===== config.mk =====
export PLATFORM = sky130hd
export DESIGN_NAME = mdrop_uart_chan
export DESIGN_NICKNAME = d
export VERILOG_FILES = /design/src/rtl/mdu_pkg.sv /design/src/rtl/mdu_tx.sv /design/src/rtl/mdu_rx.sv /design/src/rtl/mdu_accept.sv /design/src/rtl/mdrop_uart_chan.sv
export SDC_FILE = /design/constraint.sdc
export NUM_CORES = 1
export LEC_CHECK = 0
export ABC_CLOCK_PERIOD_IN_PS = 9000
export BUFFER_PORTS_ARGS = -buffer_cell sky130_fd_sc_hd__buf_2
export CORE_MARGIN = 3
export CORE_UTILIZATION = 45
export CTS_CLUSTER_SIZE = 20
export DETAILED_ROUTE_END_ITERATION = 10
export HOLD_SLACK_MARGIN = 0.08
export SLEW_MARGIN = 20
export SYNTH_ARGS = -nofsm -noshare
export SYNTH_HDL_FRONTEND = slang
export SYNTH_SLANG_ARGS = --single-unit

===== constraint.sdc =====
create_clock -name clk -period 9 [get_ports clk]
set_clock_uncertainty 0.15 [all_clocks]
set_input_delay 1.8 -clock clk [delete_from_list [all_inputs] [get_ports clk]]
set_output_delay 1.8 -clock clk [all_outputs]
set_load 0.01 [all_outputs]

===== src/rtl/mdu_pkg.sv =====
// Shared types and frame helpers for the multidrop UART channel.
// Assumes at most 8 data bits, one optional tag bit and up to two stop bits,
// so a frame never exceeds 12 bit periods.
package mdu_pkg;

    localparam int FRAME_W = 12;

    typedef enum logic [1:0] {
        RX_IDLE,
        RX_START,
        RX_BITS
    } rx_state_t;

    // Number of data bits selected by the 2-bit size field.
    function automatic logic [3:0] data_bits(input logic [1:0] dsel);
        return 4'd5 + {2'b00, dsel};
    endfunction

    // Serial image of one frame, LSB first, padded with idle-high bits.
    function automatic logic [FRAME_W-1:0] build_frame(input logic [7:0] d,
                                                       input logic [1:0] dsel,
                                                       input logic md,
                                                       input logic tag);
        logic [FRAME_W-1:0] f;
        int n;
        f = '1;
        f[0] = 1'b0;
        n = 5 + int'(dsel);
        for (int i = 0; i < 8; i++) begin
            if (i < n) f[i+1] = d[i];
        end
        if (md) f[n+1] = tag;
        return f;
    endfunction

    // Frame length in bit periods: start + data + tag + stops.
    function automatic logic [3:0] frame_len(input logic [1:0] dsel,
                                             input logic md,
                                             input logic stop2);
        return data_bits(dsel) + 4'd2 + {3'b000, md} + {3'b000, stop2};
    endfunction

endpackage


===== src/rtl/mdu_tx.sv =====
// Transmitter: a one-entry holding register feeding a shift register.
// The frame image, including the tag bit, is built once when the held
// character is loaded, so later mode changes do not touch it.
// Assumes tick is a one-cycle pulse at OVS times the bit rate.
module mdu_tx import mdu_pkg::*; #(
    parameter int OVS = 16
) (
    input  logic       clk,
    input  logic       rst_n,
    input  logic       tick,
    input  logic       cfg_md,
    input  logic       cfg_tag,
    input  logic [1:0] cfg_dsel,
    input  logic       cfg_stop2,
    input  logic       thr_wr,
    input  logic [7:0] thr_data,
    output logic       thr_empty,
    output logic       txd
);
    localparam int CW = $clog2(OVS);
    localparam logic [CW-1:0] LAST = CW'(OVS - 1);

    logic               busy;
    logic [FRAME_W-1:0] sh;
    logic [3:0]         nleft;
    logic [CW-1:0]      tcnt;
    logic [7:0]         hold;
    logic               hfull;

    // Holding register, load into the shifter, and bit timing.
    always_ff @(posedge clk) begin
        if (!rst_n) begin
            busy  <= 1'b0;
            sh    <= '1;
            nleft <= '0;
            tcnt  <= '0;
            hold  <= '0;
            hfull <= 1'b0;
        end else begin
            if (!busy && hfull && tick) begin
                sh    <= build_frame(hold, cfg_dsel, cfg_md, cfg_tag);
                nleft <= frame_len(cfg_dsel, cfg_md, cfg_stop2);
                tcnt  <= '0;
                busy  <= 1'b1;
                hfull <= 1'b0;
            end else if (busy && tick) begin
                if (tcnt == LAST) begin
                    tcnt  <= '0;
                    sh    <= {1'b1, sh[FRAME_W-1:1]};
                    nleft <= nleft - 4'd1;
                    if (nleft == 4'd1) busy <= 1'b0;
                end else begin
                    tcnt <= tcnt + 1'b1;
                end
            end
            if (thr_wr) begin
                hold  <= thr_data;
                hfull <= 1'b1;
            end
        end
    end

    assign thr_empty = !hfull;
    assign txd       = busy ? sh[0] : 1'b1;

    // A frame always opens with a low start bit.
    assert_start_low_R2: assert property (@(posedge clk) disable iff (!rst_n)
        $rose(busy) |-> !txd);

    // The line moves only on tick edges.
    assert_line_on_tick_R2: assert property (@(posedge clk) disable iff (!rst_n)
        (busy && !tick && !thr_wr) |=> $stable(txd));

    // The holding register empties only by a load, which needs a tick.
    assert_load_on_tick_R12: assert property (@(posedge clk) disable iff (!rst_n)
        $rose(thr_empty) |-> $past(tick));

endmodule


===== src/rtl/mdu_rx.sv =====
// Receiver: finds a start bit, validates it at mid-bit, then samples data,
// the optional tag and the first stop bit, each at mid-bit.
// It runs whether or not the channel is enabled; filtering is done later.
// After a frame it waits for the line to be seen high before re-arming.
module mdu_rx import mdu_pkg::*; #(
    parameter int OVS = 16
) (
    input  logic       clk,
    input  logic       rst_n,
    input  logic       tick,
    input  logic       rxd,
    input  logic       cfg_md,
    input  logic [1:0] cfg_dsel,
    output logic       done,
    output logic [7:0] o_data,
    output logic       o_tag,
    output logic       o_ferr,
    output logic       o_brk
);
    localparam int CW = $clog2(OVS);
    localparam logic [CW-1:0] LAST = CW'(OVS - 1);
    localparam logic [CW-1:0] SMP  = CW'(OVS / 2 - 1);

    rx_state_t     state;
    logic [CW-1:0] cnt;
    logic [3:0]    bidx;
    logic [7:0]    dat;
    logic          tag;
    logic          armed;
    logic [3:0]    nb;

    assign nb = data_bits(cfg_dsel);

    // Frame recognition and per-bit sampling.
    always_ff @(posedge clk) begin
        if (!rst_n) begin
            state  <= RX_IDLE;
            cnt    <= '0;
            bidx   <= '0;
            dat    <= '0;
            tag    <= 1'b0;
            armed  <= 1'b0;
            done   <= 1'b0;
            o_data <= '0;
            o_tag  <= 1'b0;
            o_ferr <= 1'b0;
            o_brk  <= 1'b0;
        end else begin
            done <= 1'b0;
            if (tick) begin
                unique case (state)
                    RX_IDLE: begin
                        if (rxd) begin
                            armed <= 1'b1;
                        end else if (armed) begin
                            state <= RX_START;
                            cnt   <= '0;
                            dat   <= '0;
                            tag   <= 1'b0;
                        end
                    end
                    RX_START: begin
                        cnt <= cnt + 1'b1;
                        if (cnt == SMP) begin
                            if (rxd) begin
                                state <= RX_IDLE;
                            end else begin
                                state <= RX_BITS;
                                bidx  <= '0;
                            end
                        end
                    end
                    RX_BITS: begin
                        cnt <= (cnt == LAST) ? '0 : cnt + 1'b1;
                        if (cnt == SMP) begin
                            bidx <= bidx + 4'd1;
                            if (bidx < nb) begin
                                dat[bidx[2:0]] <= rxd;
                            end else if (cfg_md && bidx == nb) begin
                                tag <= rxd;
                            end else begin
                                done   <= 1'b1;
                                o_data <= dat;
                                o_tag  <= tag;
                                o_ferr <= !rxd;
                                o_brk  <= !rxd && dat == 8'd0 && !tag;
                                state  <= RX_IDLE;
                                armed  <= 1'b0;
                            end
                        end
                    end
                    default: state <= RX_IDLE;
                endcase
            end
        end
    end

    // One completion pulse per frame.
    assert_done_single_R6: assert property (@(posedge clk) disable iff (!rst_n)
        done |=> !done);

    // A high line at the validation tick abandons the start.
    assert_false_start_R5: assert property (@(posedge clk) disable iff (!rst_n)
        (state == RX_START && tick && cnt == SMP && rxd) |=> state == RX_IDLE);

    // After a frame, a held-low line never starts a new one.
    assert_break_rearm_R10: assert property (@(posedge clk) disable iff (!rst_n)
        (state == RX_IDLE && !armed && !rxd) |=> state == RX_IDLE);

endmodule


===== src/rtl/mdu_accept.sv =====
// Acceptance filter: decides which completed characters reach the FIFO.
// Enabled: all. Disabled: address-tagged characters in multidrop mode and
// breaks. A character that would be pushed into a full FIFO is an overrun.
module mdu_accept (
    input  logic clk,
    input  logic rst_n,
    input  logic done,
    input  logic tag,
    input  logic brk,
    input  logic rx_en,
    input  logic md,
    input  logic fifo_full,
    output logic push,
    output logic ovr,
    output logic ready
);
    logic keep;

    // Acceptance decision for the completed character.
    always_comb begin
        keep  = done && (rx_en || (md && tag) || brk);
        push  = keep && !fifo_full;
        ovr   = keep && fifo_full;
        ready = push;
    end

    // A disabled multidrop receiver drops data-tagged characters.
    assert_drop_data_R7: assert property (@(posedge clk) disable iff (!rst_n)
        (done && !rx_en && md && !tag && !brk) |-> !push && !ovr);

    // Never both pushed and overrun.
    assert_push_or_ovr_R11: assert property (@(posedge clk) disable iff (!rst_n)
        !(push && ovr));

    // No push without a completed frame.
    assert_push_needs_frame_R6: assert property (@(posedge clk) disable iff (!rst_n)
        push |-> done);

endmodule


===== src/rtl/mdrop_uart_chan.sv =====
// Top of the multidrop UART channel: transmitter, always-on receiver and
// acceptance filter. Multidrop mode is selected by a mode field of 2'b11.
// Assumes tick16 comes from an external baud generator and that the FIFO
// holding received characters sits outside this block.
module mdrop_uart_chan #(
    parameter int OVS = 16
) (
    input  logic       clk,
    input  logic       rst_n,
    input  logic       tick16,
    input  logic [1:0] cfg_pmode,
    input  logic       cfg_adtag,
    input  logic [1:0] cfg_dsel,
    input  logic       cfg_stop2,
    input  logic       rx_en,
    input  logic       thr_wr,
    input  logic [7:0] thr_data,
    output logic       thr_empty,
    output logic       txd,
    input  logic       rxd,
    input  logic       fifo_full,
    output logic       fifo_push,
    output logic [7:0] fifo_data,
    output logic       fifo_adtag,
    output logic       fifo_ferr,
    output logic       fifo_brk,
    output logic       rx_ready,
    output logic       rx_ovr
);
    logic md;
    logic rx_done;

    assign md = (cfg_pmode == 2'b11);

    mdu_tx #(.OVS(OVS)) u_tx (
        .clk       (clk),
        .rst_n     (rst_n),
        .tick      (tick16),
        .cfg_md    (md),
        .cfg_tag   (cfg_adtag),
        .cfg_dsel  (cfg_dsel),
        .cfg_stop2 (cfg_stop2),
        .thr_wr    (thr_wr),
        .thr_data  (thr_data),
        .thr_empty (thr_empty),
        .txd       (txd)
    );

    mdu_rx #(.OVS(OVS)) u_rx (
        .clk      (clk),
        .rst_n    (rst_n),
        .tick     (tick16),
        .rxd      (rxd),
        .cfg_md   (md),
        .cfg_dsel (cfg_dsel),
        .done     (rx_done),
        .o_data   (fifo_data),
        .o_tag    (fifo_adtag),
        .o_ferr   (fifo_ferr),
        .o_brk    (fifo_brk)
    );

    mdu_accept u_accept (
        .clk       (clk),
        .rst_n     (rst_n),
        .done      (rx_done),
        .tag       (fifo_adtag),
        .brk       (fifo_brk),
        .rx_en     (rx_en),
        .md        (md),
        .fifo_full (fifo_full),
        .push      (fifo_push),
        .ovr       (rx_ovr),
        .ready     (rx_ready)
    );

endmodule


=== Yosys cells after proc, flatten, opt, wreduce, memory -nomap -nowiden ===
Index checks and enable logic that the tools add are counted.

* Latch bits: 0
* Register bits: 62
* Output and inout port bits: 16
* Memories: 0
* Memory bits (read-only): 0
* Memory bits (writable): 0
* Word-level logic and storage cells: 181

* Shift-type cells: 0
* Add/subtract/negate cells: 10
* Muxes and demuxes: 78
* Reduce and logical (&&, ||, !) cells: 39
* Multipliers: 0
* Divide/modulo/power cells: 0
* Bitwise logic cells: 6
* Magnitude comparators: 13
* Equal/unequal tests: 18

{| class="wikitable"
|+ Operators by type and width
! kind !! count
|-
| < comparator 4 x 32 -> 1 bit, first input constant || 4
|-
| < comparator 3 x 32 -> 1 bit, first input constant || 2
|-
| two-way mux 12 bit || 4
|-
| two-way mux 1 bit || 43
|-
| two-way mux 4 bit || 10
|-
| adder 32 x 2 -> 32 bit, second input constant || 1
|-
| greater-or-equal comparator 32 x 1 -> 1 bit, second input constant || 1
|-
| < comparator 1 x 32 -> 1 bit, first input constant || 1
|-
| < comparator 2 x 32 -> 1 bit, first input constant || 1
|-
| < comparator 32 x 6 -> 1 bit, second input constant || 1
|-
| two-way mux 8 bit || 4
|-
| one-hot mux 8 bit (2 select lines) || 1
|-
| two-way mux 2 bit || 7
|-
| AND reduction 7 bit || 2
|-
| adder 4 x 1 -> 4 bit, second input constant || 3
|-
| bitwise mux 12 bit || 1
|-
| logical AND 1 bit || 12
|-
| one-hot mux 4 bit (3 select lines) || 1
|-
| AND reduction 6 bit || 2
|-
| nonzero test 2 bit || 6
|-
| inequality test 2 x 1 -> 1 bit, second input constant || 5
|-
| inequality test 2 bit, second input constant || 5
|-
| AND reduction 5 bit || 2
|-
| adder 3 x 2 -> 4 bit, first input constant || 2
|-
| other kinds (29) || 43
|}

=== Depth between registers and ports, before layout ===
Gate-level depths: netlist of run 1.

* Word-level depth: 9
* Gate-level depth with buffers: 10
* Mapped depth without buffers: 9

=== Hierarchy ===
Synthesis of run 1 repeated with hierarchy kept, for this count alone.

* Cells, all modules: 402
* Area, all modules: 3430.8 sq um

{| class="wikitable"
|+ Modules (own cells, without submodules)
! module !! area an instance (sq um) !! sequential area each (sq um) !! cells an instance !! instances
|-
| mdu_rx || 1756.7 || 640.6 || 213 || 1
|-
| mdu_tx || 1632.8 || 600.6 || 183 || 1
|-
| mdu_accept || 35.0 || 0.0 || 5 || 1
|-
| mdrop_uart_chan || 6.3 || 0.0 || 1 || 1
|}

=== Worst setup path after synthesis of run 1 ===
Ideal clock, no wire load.

* Path kind: input to output
* Start: input port cfg_pmode[0]
* End: output port rx_ready
* Path buffers: 2
* Slack: 4.408 ns
* Arrival time: 2.642 ns
* Stages: 6
* Data required time: 7.050 ns
* Cells stage by stage: and2_1 clkbuf_1 a211o_1 nand2_1 nor2_1 buf_4

* Longest elaborated chain between the ends: 6

{| class="wikitable"
|+ Ends and longest elaborated chain
! what !! line !! RTL
|-
| start, declared || mdrop_uart_chan.sv:11 || <nowiki>input logic [1:0] cfg_pmode,</nowiki>
|-
| == test 2 bit || mdrop_uart_chan.sv:33 || <nowiki>assign md = (cfg_pmode == 2'b11);</nowiki>
|-
| logical AND 1 bit || mdu_accept.sv:21 || <nowiki>keep = done && (rx_en || (md && tag) || brk);</nowiki>
|-
| logical OR 1 bit (2 in series) || mdu_accept.sv:21 ||
|-
| logical AND 1 bit || mdu_accept.sv:21 ||
|-
| logical AND 1 bit || mdu_accept.sv:22 || <nowiki>push = keep && !fifo_full;</nowiki>
|-
| end, declared || mdrop_uart_chan.sv:27 || <nowiki>output logic rx_ready,</nowiki>
|}

No other way between the ends.

=== Final worst setup path of run 1 ===
* Start: input port cfg_pmode[0]
* End: output port rx_ovr

* Longest elaborated chain between the ends: 6

{| class="wikitable"
|+ Ends and longest elaborated chain
! what !! line !! RTL
|-
| == test 2 bit || mdrop_uart_chan.sv:33 ||
|-
| logical AND 1 bit || mdu_accept.sv:21 ||
|-
| logical OR 1 bit (2 in series) || mdu_accept.sv:21 ||
|-
| logical AND 1 bit || mdu_accept.sv:21 ||
|-
| logical AND 1 bit || mdu_accept.sv:23 || <nowiki>ovr = keep && fifo_full;</nowiki>
|-
| end, declared || mdrop_uart_chan.sv:28 || <nowiki>output logic rx_ovr</nowiki>
|}

No other way between the ends.

==> summary.txt, run 1 <==
Clocking
  • CTS tree: yes
  • H-tree depth: 3
  • PostCTS Resize Cnt: 0
  • CTS buffer count: 9
  • Post-CTS Setup Bufs: 0
  • Hold-fix buffers, CTS: 0
  • Clock Sinks: 62
  • Bufs on Longest Clock Path: 2
  • Clock Tree Root: clkbuf_8
  • Clock Pin Slew Worst Setup and Hold Paths: 0.07 ns
  • Worst-Skew Late Latency: between 0.3 and 0.4 ns

Critical path
  • Class of the most critical setup path: primary input to output port
  • RR Startpoint: u_rx.bidx[0]
  • Endpoint class of the critical path: output port
  • Required @ worst endpoint: 7.05 ns
  • R2R Setup Slk: around 6.4 ns
  • Worst R2R Path Depth: 8
  • Crit path DAT: 2.78 ns
  • Startpoint types: primary input
  • Reg-to-reg endpoint: u_rx.o_data[7]
  • Critical Path Fanout Max: 6

Cells and area
  • Share of post-route cells with drive strength above 1: 0.149
  • Most common cell after layout, fill and taps aside: dfxtp_1
  • Final Net Count: 449
  • Most frequent cells in the layout: dfxtp_1 (62), nor2_1 (46), nand2_1 (37), buf_2 (36), mux2i_1 (29)
  • ANT cells: 0
  • P&R area growth vs syn: 14.0%
  • Footprint of the multi-input gates: 1850 um^2
  • FILL cells: 686
  • Reg area: 1240 um^2

Synthesis
  • Synth top area cells: dfxtp_1 (38%), mux2i_1 (9.0%), ha_1 (8.5%), nor2_1 (5.3%), nand2_1 (4.3%)
  • Async set-reset flop share out of synthesis: 0
  • Register area share after synthesis: 0.383
  • Yosys top cell by area: dfxtp_1
  • Yosys synthesis warning count: 0
  • Syn Nets: 418
  • Post-Syn Instances: about 370
  • Post-Syn Area: 3240 um^2
  • Syn avg cell area: 8.67 um^2
  • Number of distinct library cells after synthesis: 52
  • Yosys top cell area share: 0.383
  • Post-synth EDFFs: 0
  • FF+latch count, synth: 62
  • Ys flop type: dfxtp_1

Hold path
  • Worst Hold Depth: 2
  • Hold wc startpoint: u_tx.nleft[1]
  • Worst hold path class: flop to flop
  • Hold endpoint: u_tx.nleft[1]

STA
  • Fmax: around 0.21 GHz
  • Fin. Hold Viols: 0
  • Relative slew margins: 0.483
  • Setup_tns: 0 ns
  • Setup WS post-layout: 4.27 ns
  • Final slew viol count: 0
  • Final worst path period need: 4.73 ns
  • Worst slew pin tran: about 0.77 ns
  • Tcrit/Tclk final: 0.525
  • Unrepaired setup endpoints after global routing: no
  • Final setup viols: 0

Route
  • Drt first-iter violations: between 70 and 80
  • DR WL/cell: 14.2 um
  • Final wirelength: 7170 um
  • Via Count: 2684
  • Residual DRC: 0
  • Post-route ant nets: 0
  • Drt pass-1 iters: 4
  • Number of vias per cell: 5.30

Power
  • Cell-internal power: 0.000461 W
  • Power per cell area: 166 nW/um^2
  • Clock network fraction of total power: 0.436
  • Sequential power share: 0.470
  • Sw Share: 0.250
  • Logic gate share of total power: 0.094
  • Sw power: 0.000154 W
  • Max IR drop VDD: 0.0726 mV
  • Leak: 1.48 nW

Global route
  • Vias in the first global route: about 2500
  • Largest net degree at the start of global routing: 37
  • Initial antenna violation count: 0
  • GRT Total Usage: 0.180
  • First-pass GRT wire length: between 10000 and 15000 um
  • Gr ovfl total: 0

Status
  • Status: finished, final reports clean

Die
  • Row count: 30
  • Core area: 6910 um^2
  • Initial Utilization: 0.470
  • Die height: between 90 and 100 um
  • DIE WIDTH: approximately 90 um
  • Die area: around 8300 um^2
  • Number of placed I/O pins: 37

Placement
  • IO Port Bufs: 36
  • Detailed placer's ending HPWL: 5100 um
  • GP Congestion: 0.804
  • Post-place setup slack: 4.23 ns

Run
  • Max_cap viols: 0
worst max-delay path: stages:
cell and delay [ns]:
buf_2 0.12, and2_1 0.23, a211o_1 0.32, and3_1 0.18, buf_2 0.13
synthesized netlist by cell type (7+ instances only):
cell type	count
dfxtp_1	62
nor2_1	46
nand2_1	37
mux2i_1	29
ha_1	22
inv_1	19
o21ai_0	17
clkbuf_1	15
a21oi_1	13
a211oi_1	12
nand3_1	10
nor2b_1	8
o211ai_1	7
metal layers:
layer,part of all wire,global-route usage
met1,0.47,0.226
met2,0.49,0.295
met3,0.034,0.0525
met4,0.013,0.0565
met5,0,0
cell families (layout without fill, tap and decap cells):
kind of cell / after synthesis / after routing / synth area share
multiplexers: 29 / 29 / 0.0895
adder cells (fa/ha/maj): 23 / 23 / 0.0910
flip-flops: 62 / 62 / 0.383
AND/OR/NAND/NOR: 141 / 141 / 0.209
buffers and inverters: 39 / 75 / 0.0494
XOR/XNOR: 8 / 8 / 0.0216
AO/OA/AOI/OAI: 72 / 72 / 0.156
through the flow:
stage	total power, W	instances	cell area, um^2	hold slack (ns)	util
after floorplan	0.000336	374	3240	0.295	-
after global placement	0.000352	489	3470	0.313	0.503
after detailed placement	0.000353	489	3470	0.318	0.503
after CTS	0.000621	505	3690	0.327	0.534
after global routing	0.000642	506	3700	0.349	0.536
final	0.000615	506	3700	0.326	0.536
power by group through the flow:
| stage | registers (W) | logic [W] | clock network [W] |
|---|---|---|---|
| after detailed placement | 0.000295 | 0.0000580 | 0 |
| after global routing | 0.000290 | 0.0000666 | 0.000286 |
| after floorplan | 0.000293 | 0.0000429 | 0 |
| final | 0.000289 | 0.0000580 | 0.000268 |
| after CTS | 0.000289 | 0.0000583 | 0.000274 |
| after global placement | 0.000295 | 0.0000573 | 0 |
flip-flops by register name, summed over array words and instances (netlist names):
signal / count
u_rx.o_data: 8
u_rx.o_ferr: 1
u_rx.o_brk: 1
u_rx.done: 1
u_tx.nleft: 4
u_rx.state: 2
u_rx.bidx: 4
u_tx.sh: 12
u_tx.hold: 8
u_rx.o_tag: 1
u_rx.armed: 1
u_tx.hfull: 1
u_rx.dat: 8
u_rx.cnt: 4
u_rx.tag: 1
u_tx.busy: 1
u_tx.tcnt: 4
worst max path at each step:
| stage | startpoint | end | slack [ns] |
|---|---|---|---|
| after CTS | cfg_pmode[0] | rx_ovr | 4.26 |
| final | cfg_pmode[0] | rx_ovr | 4.27 |
| after detailed placement | cfg_dsel[0] | u_rx.o_data[7] | 4.23 |
| after global routing | cfg_pmode[0] | rx_ovr | 4.22 |
| after floorplan | cfg_pmode[0] | rx_ready | 4.41 |
| after global placement | cfg_pmode[0] | rx_ovr | 4.27 |
area by class of cell:
type | count | share of cell area
clock buffers | 10 | 0.0345
multi-input cells | 273 | 0.499
flip-flops and latches | 62 | 0.336
clock inverters | 6 | 0.0233
inverters | 20 | 0.0203
well taps | 96 | 0.0325
repair buffers | 39 | 0.0548
(Power assumes the default switching activity.)
==> inputs of run 2 (changes only) <==
- ABC_AREA: default -> 1
- ABC_CLOCK_PERIOD_IN_PS: 9000 -> 4130
- PLACE_DENSITY: default -> 0.66
- clock period: 9 -> 4.13 ns (I/O delays scaled with it)
==> run 2 against run 1 <==
Compared with the run above:
- global-route usage up 0.74 points
- core utilization fell by 0.093 points
- count of clock-buffer cells in the layout did not move
- via count grew 13%
==> summary.txt, run 2 <==
Global route
  • Gr ovfl total: 0 (unchanged)
  • Vias in the first global route: 2751 (+11%)
  • Most Used Layer, Global Route: met2
  • Met3 Use GR: 0.0561 (+0.00355)
  • Initial antenna violation count: 0 (unchanged)
  • Largest net degree at the start of global routing: 30 (-19%)
  • GRT Total Usage: 0.187 (+0.00735)
  • Met2 global-route usage: 0.280 (-0.0149)
  • M1 GR Usage: 0.257 (+0.0307)
  • First-pass GRT wire length: 12800 um (+7.0%)

Route
  • Residual DRC: 0 (unchanged)
  • Via Count: 3034 (+13%)
  • Final wirelength: 7500 um (+4.6%)
  • Drt first-iter violations: 196 (+150%)
  • Number of vias per cell: 5.08 (-4.2%)
  • Drt pass-1 iters: 5 (+1)
  • DR WL/cell: 12.6 um (-11%)
  • Post-route ant nets: 0 (unchanged)

Critical path
  • RR Startpoint: u_rx.state[0]
  • Critical Path Fanout Max: 17 (+11)
  • Required @ worst endpoint: 4.26 ns (-2.79 ns)
  • Crit path DAT: 2.88 ns (+0.10 ns)
  • Critical path startpoint: cfg_dsel[0]
  • Startpoint types: primary input
  • R2R Setup Slk: 1.66 ns (-4.69 ns)
  • Endpoint class of the critical path: flop
  • Class of the most critical setup path: primary input to flop
  • Worst R2R Path Depth: 8 (unchanged)
  • Reg-to-reg endpoint: u_rx.bidx[2]

Clocking
  • Clock Tree Root: clkbuf_8
  • Clock Pin Slew Worst Setup and Hold Paths: 0.07 ns (about the same)
  • Bufs on Longest Clock Path: 2 (unchanged)
  • Clock Sinks: 62 (unchanged)
  • Worst-Skew Late Latency: 0.35 ns (about the same)
  • H-tree depth: 3 (unchanged)
  • Post-CTS Setup Bufs: 0 (unchanged)
  • CTS tree: yes
  • Hold-fix buffers, CTS: 0 (unchanged)
  • CTS buffer count: 9 (unchanged)
  • PostCTS Resize Cnt: 0 (unchanged)

Synthesis
  • Register area share after synthesis: 0.369 (-0.0133)
  • Number of distinct library cells after synthesis: 41 (-21%)
  • Post-synth EDFFs: 0 (unchanged)
  • Synth cell count leaders: nand2_1 (76), nor2_1 (64), dfxtp_1 (62)
  • FF+latch count, synth: 62 (unchanged)
  • Most common cell in the netlist: nand2_1
  • Syn avg cell area: 7.22 um^2 (-17%)
  • Post-Syn Instances: 465 (+24%)
  • Yosys top cell by area: dfxtp_1
  • Ys flop type: dfxtp_1
  • Syn Nets: 509 (+22%)
  • Async set-reset flop share out of synthesis: 0 (unchanged)
  • Synth top area cells: dfxtp_1 (37%), nand2_1 (8.5%), ha_1 (8.2%), nor2_1 (7.2%), inv_1 (5.8%)
  • Post-Syn Area: 3360 um^2 (+3.6%)
  • Yosys synthesis warning count: 0 (unchanged)
  • Yosys top cell area share: 0.369 (-0.0133)

STA
  • Setup WS post-layout: 1.38 ns (-2.89 ns)
  • Final worst path period need: 2.75 ns
  • Tcrit/Tclk final: 0.666
  • Final setup viols: 0 (unchanged)
  • Worst slew pin tran: 0.901 ns (+0.129 ns)
  • Unrepaired setup endpoints after global routing: no
  • Fmax: about 0.36 GHz
  • Fin. Hold Viols: 0 (unchanged)
  • Setup_tns: 0 ns (unchanged)
  • Relative slew margins: 0.398 (-0.0848)
  • Final slew viol count: 0 (unchanged)

Power
  • Total power: 0.00154 W (+150%)
  • Max IR drop VDD: 0.173 mV (+140%)
  • Leak: 1.72 nW (+16%)
  • Power per cell area: 409 nW/um^2 (+150%)

Run
  • Max_cap viols: 0 (unchanged)

Cells and area
  • Reg with most FFs: u_tx.sh
  • ANT cells: 0 (unchanged)
  • P&R area growth vs syn: 11.7%
  • FILL cells: 706 (+2.9%)
  • Share of post-route cells with drive strength above 1: 0.146 (-0.00307)
  • Most frequent cells in the layout: nand2_1 (76), nor2_1 (64), dfxtp_1 (62), inv_1 (52), buf_2 (36)
  • Final Cell Area: 3750 um^2 (+1.5%)
  • Final Net Count: 540 (+20%)
  • Max reg flops: 12 (unchanged)
  • Most common cell after layout, fill and taps aside: nand2_1

Die
  • Die height: 92.4 um (+1.7%)
  • Die area: 8540 um^2 (+3.4%)
  • Initial Utilization: 0.479 (+0.00904)
  • DIE WIDTH: 92.4 um (+1.7%)
  • Core area: 7020 um^2 (+1.6%)
  • Number of placed I/O pins: 37 (unchanged)
  • Row count: 30 (unchanged)

Hold path
  • Worst Hold Depth: 2 (unchanged)
  • Worst hold path class: flop to flop
  • Hold wc startpoint: u_tx.sh[10]
  • Hold endpoint: u_tx.sh[10]

Status
  • Status: finished, final reports clean

Placement
  • Detailed placer's ending HPWL: 5330 um (+4.4%)
  • Post-DP Area: 3560 um^2 (+2.6%)
  • Post-place setup slack: 1.00 ns (-3.23 ns)
  • GP Congestion: 0.856 (+6.5%)
  • IO Port Bufs: 36 (unchanged)
-- run 2: metal layers --
metal,up-vias,wire (um)
met2,66,3220
met5,-,0
met1,1362,3780
li1,1597,-
met4,0,79
met3,9,418
-- run 2: cells by family (layout without fill, tap and decap cells) --
kind of cell / after synthesis / in the layout / share of synthesized area
compound gates: 89 / 89 / 0.146
xor+xnor: 7 / 7 / 0.0182
fa+ha+maj: 23 / 23 / 0.0879
buf+inv: 73 / 109 / 0.0931
flops: 62 / 62 / 0.369
simple gates: 211 / 211 / 0.285
-- run 2: cell type report --
type | instances | area (um^2) | share of cell area
repair buffers | 36 | 180 | 0.0480
inverters | 57 | 215 | 0.0574
flip-flops and latches | 62 | 1240 | 0.331
well taps | 96 | 120 | 0.0320
multi-input cells | 330 | 1810 | 0.481
clock buffers | 10 | 128 | 0.0340
clock inverters | 6 | 62.6 | 0.0167
-- run 2: how the worst max path moves through the flow --
| stage | endpoint | slack [ns] |
|---|---|---|
| final | u_rx.o_data[3] | 1.38 |
| after global routing | u_rx.o_data[7] | 1.16 |
| after CTS | u_rx.o_data[3] | 1.36 |
| after detailed placement | u_rx.o_data[3] | 1.00 |
| after global placement | u_rx.o_data[5] | 1.18 |
| after floorplan | u_rx.o_data[2] | 1.50 |
-- run 2: power by group --
group          switching (W)  leakage [nW]  internal, W
Clock               0.000250         0.100     0.000278
Sequential         0.0000322         0.505     0.000632
Combinational       0.000225          1.11     0.000118
-- run 2: critical path: stages --
cell      delay (ns)
buf_2           0.13
inv_1           0.12
ha_1            0.30
inv_1           0.06
ha_1            0.32
inv_1           0.05
o21bai_1        0.16
nand2_1         0.09
nand2_2         0.10
nand2_4         0.13
clkinv_2        0.11
nand2_2         0.14
inv_2           0.17
nor2_1          0.06
nor2_1          0.12
-- run 2: per-stage QoR --
step	utilization	std cells	hold WS, ns
global route	0.535	597	0.354
floorplan	-	465	0.279
finish	0.535	597	0.323
global placement	0.507	581	0.303
detailed placement	0.507	581	0.300
CTS	0.535	597	0.326
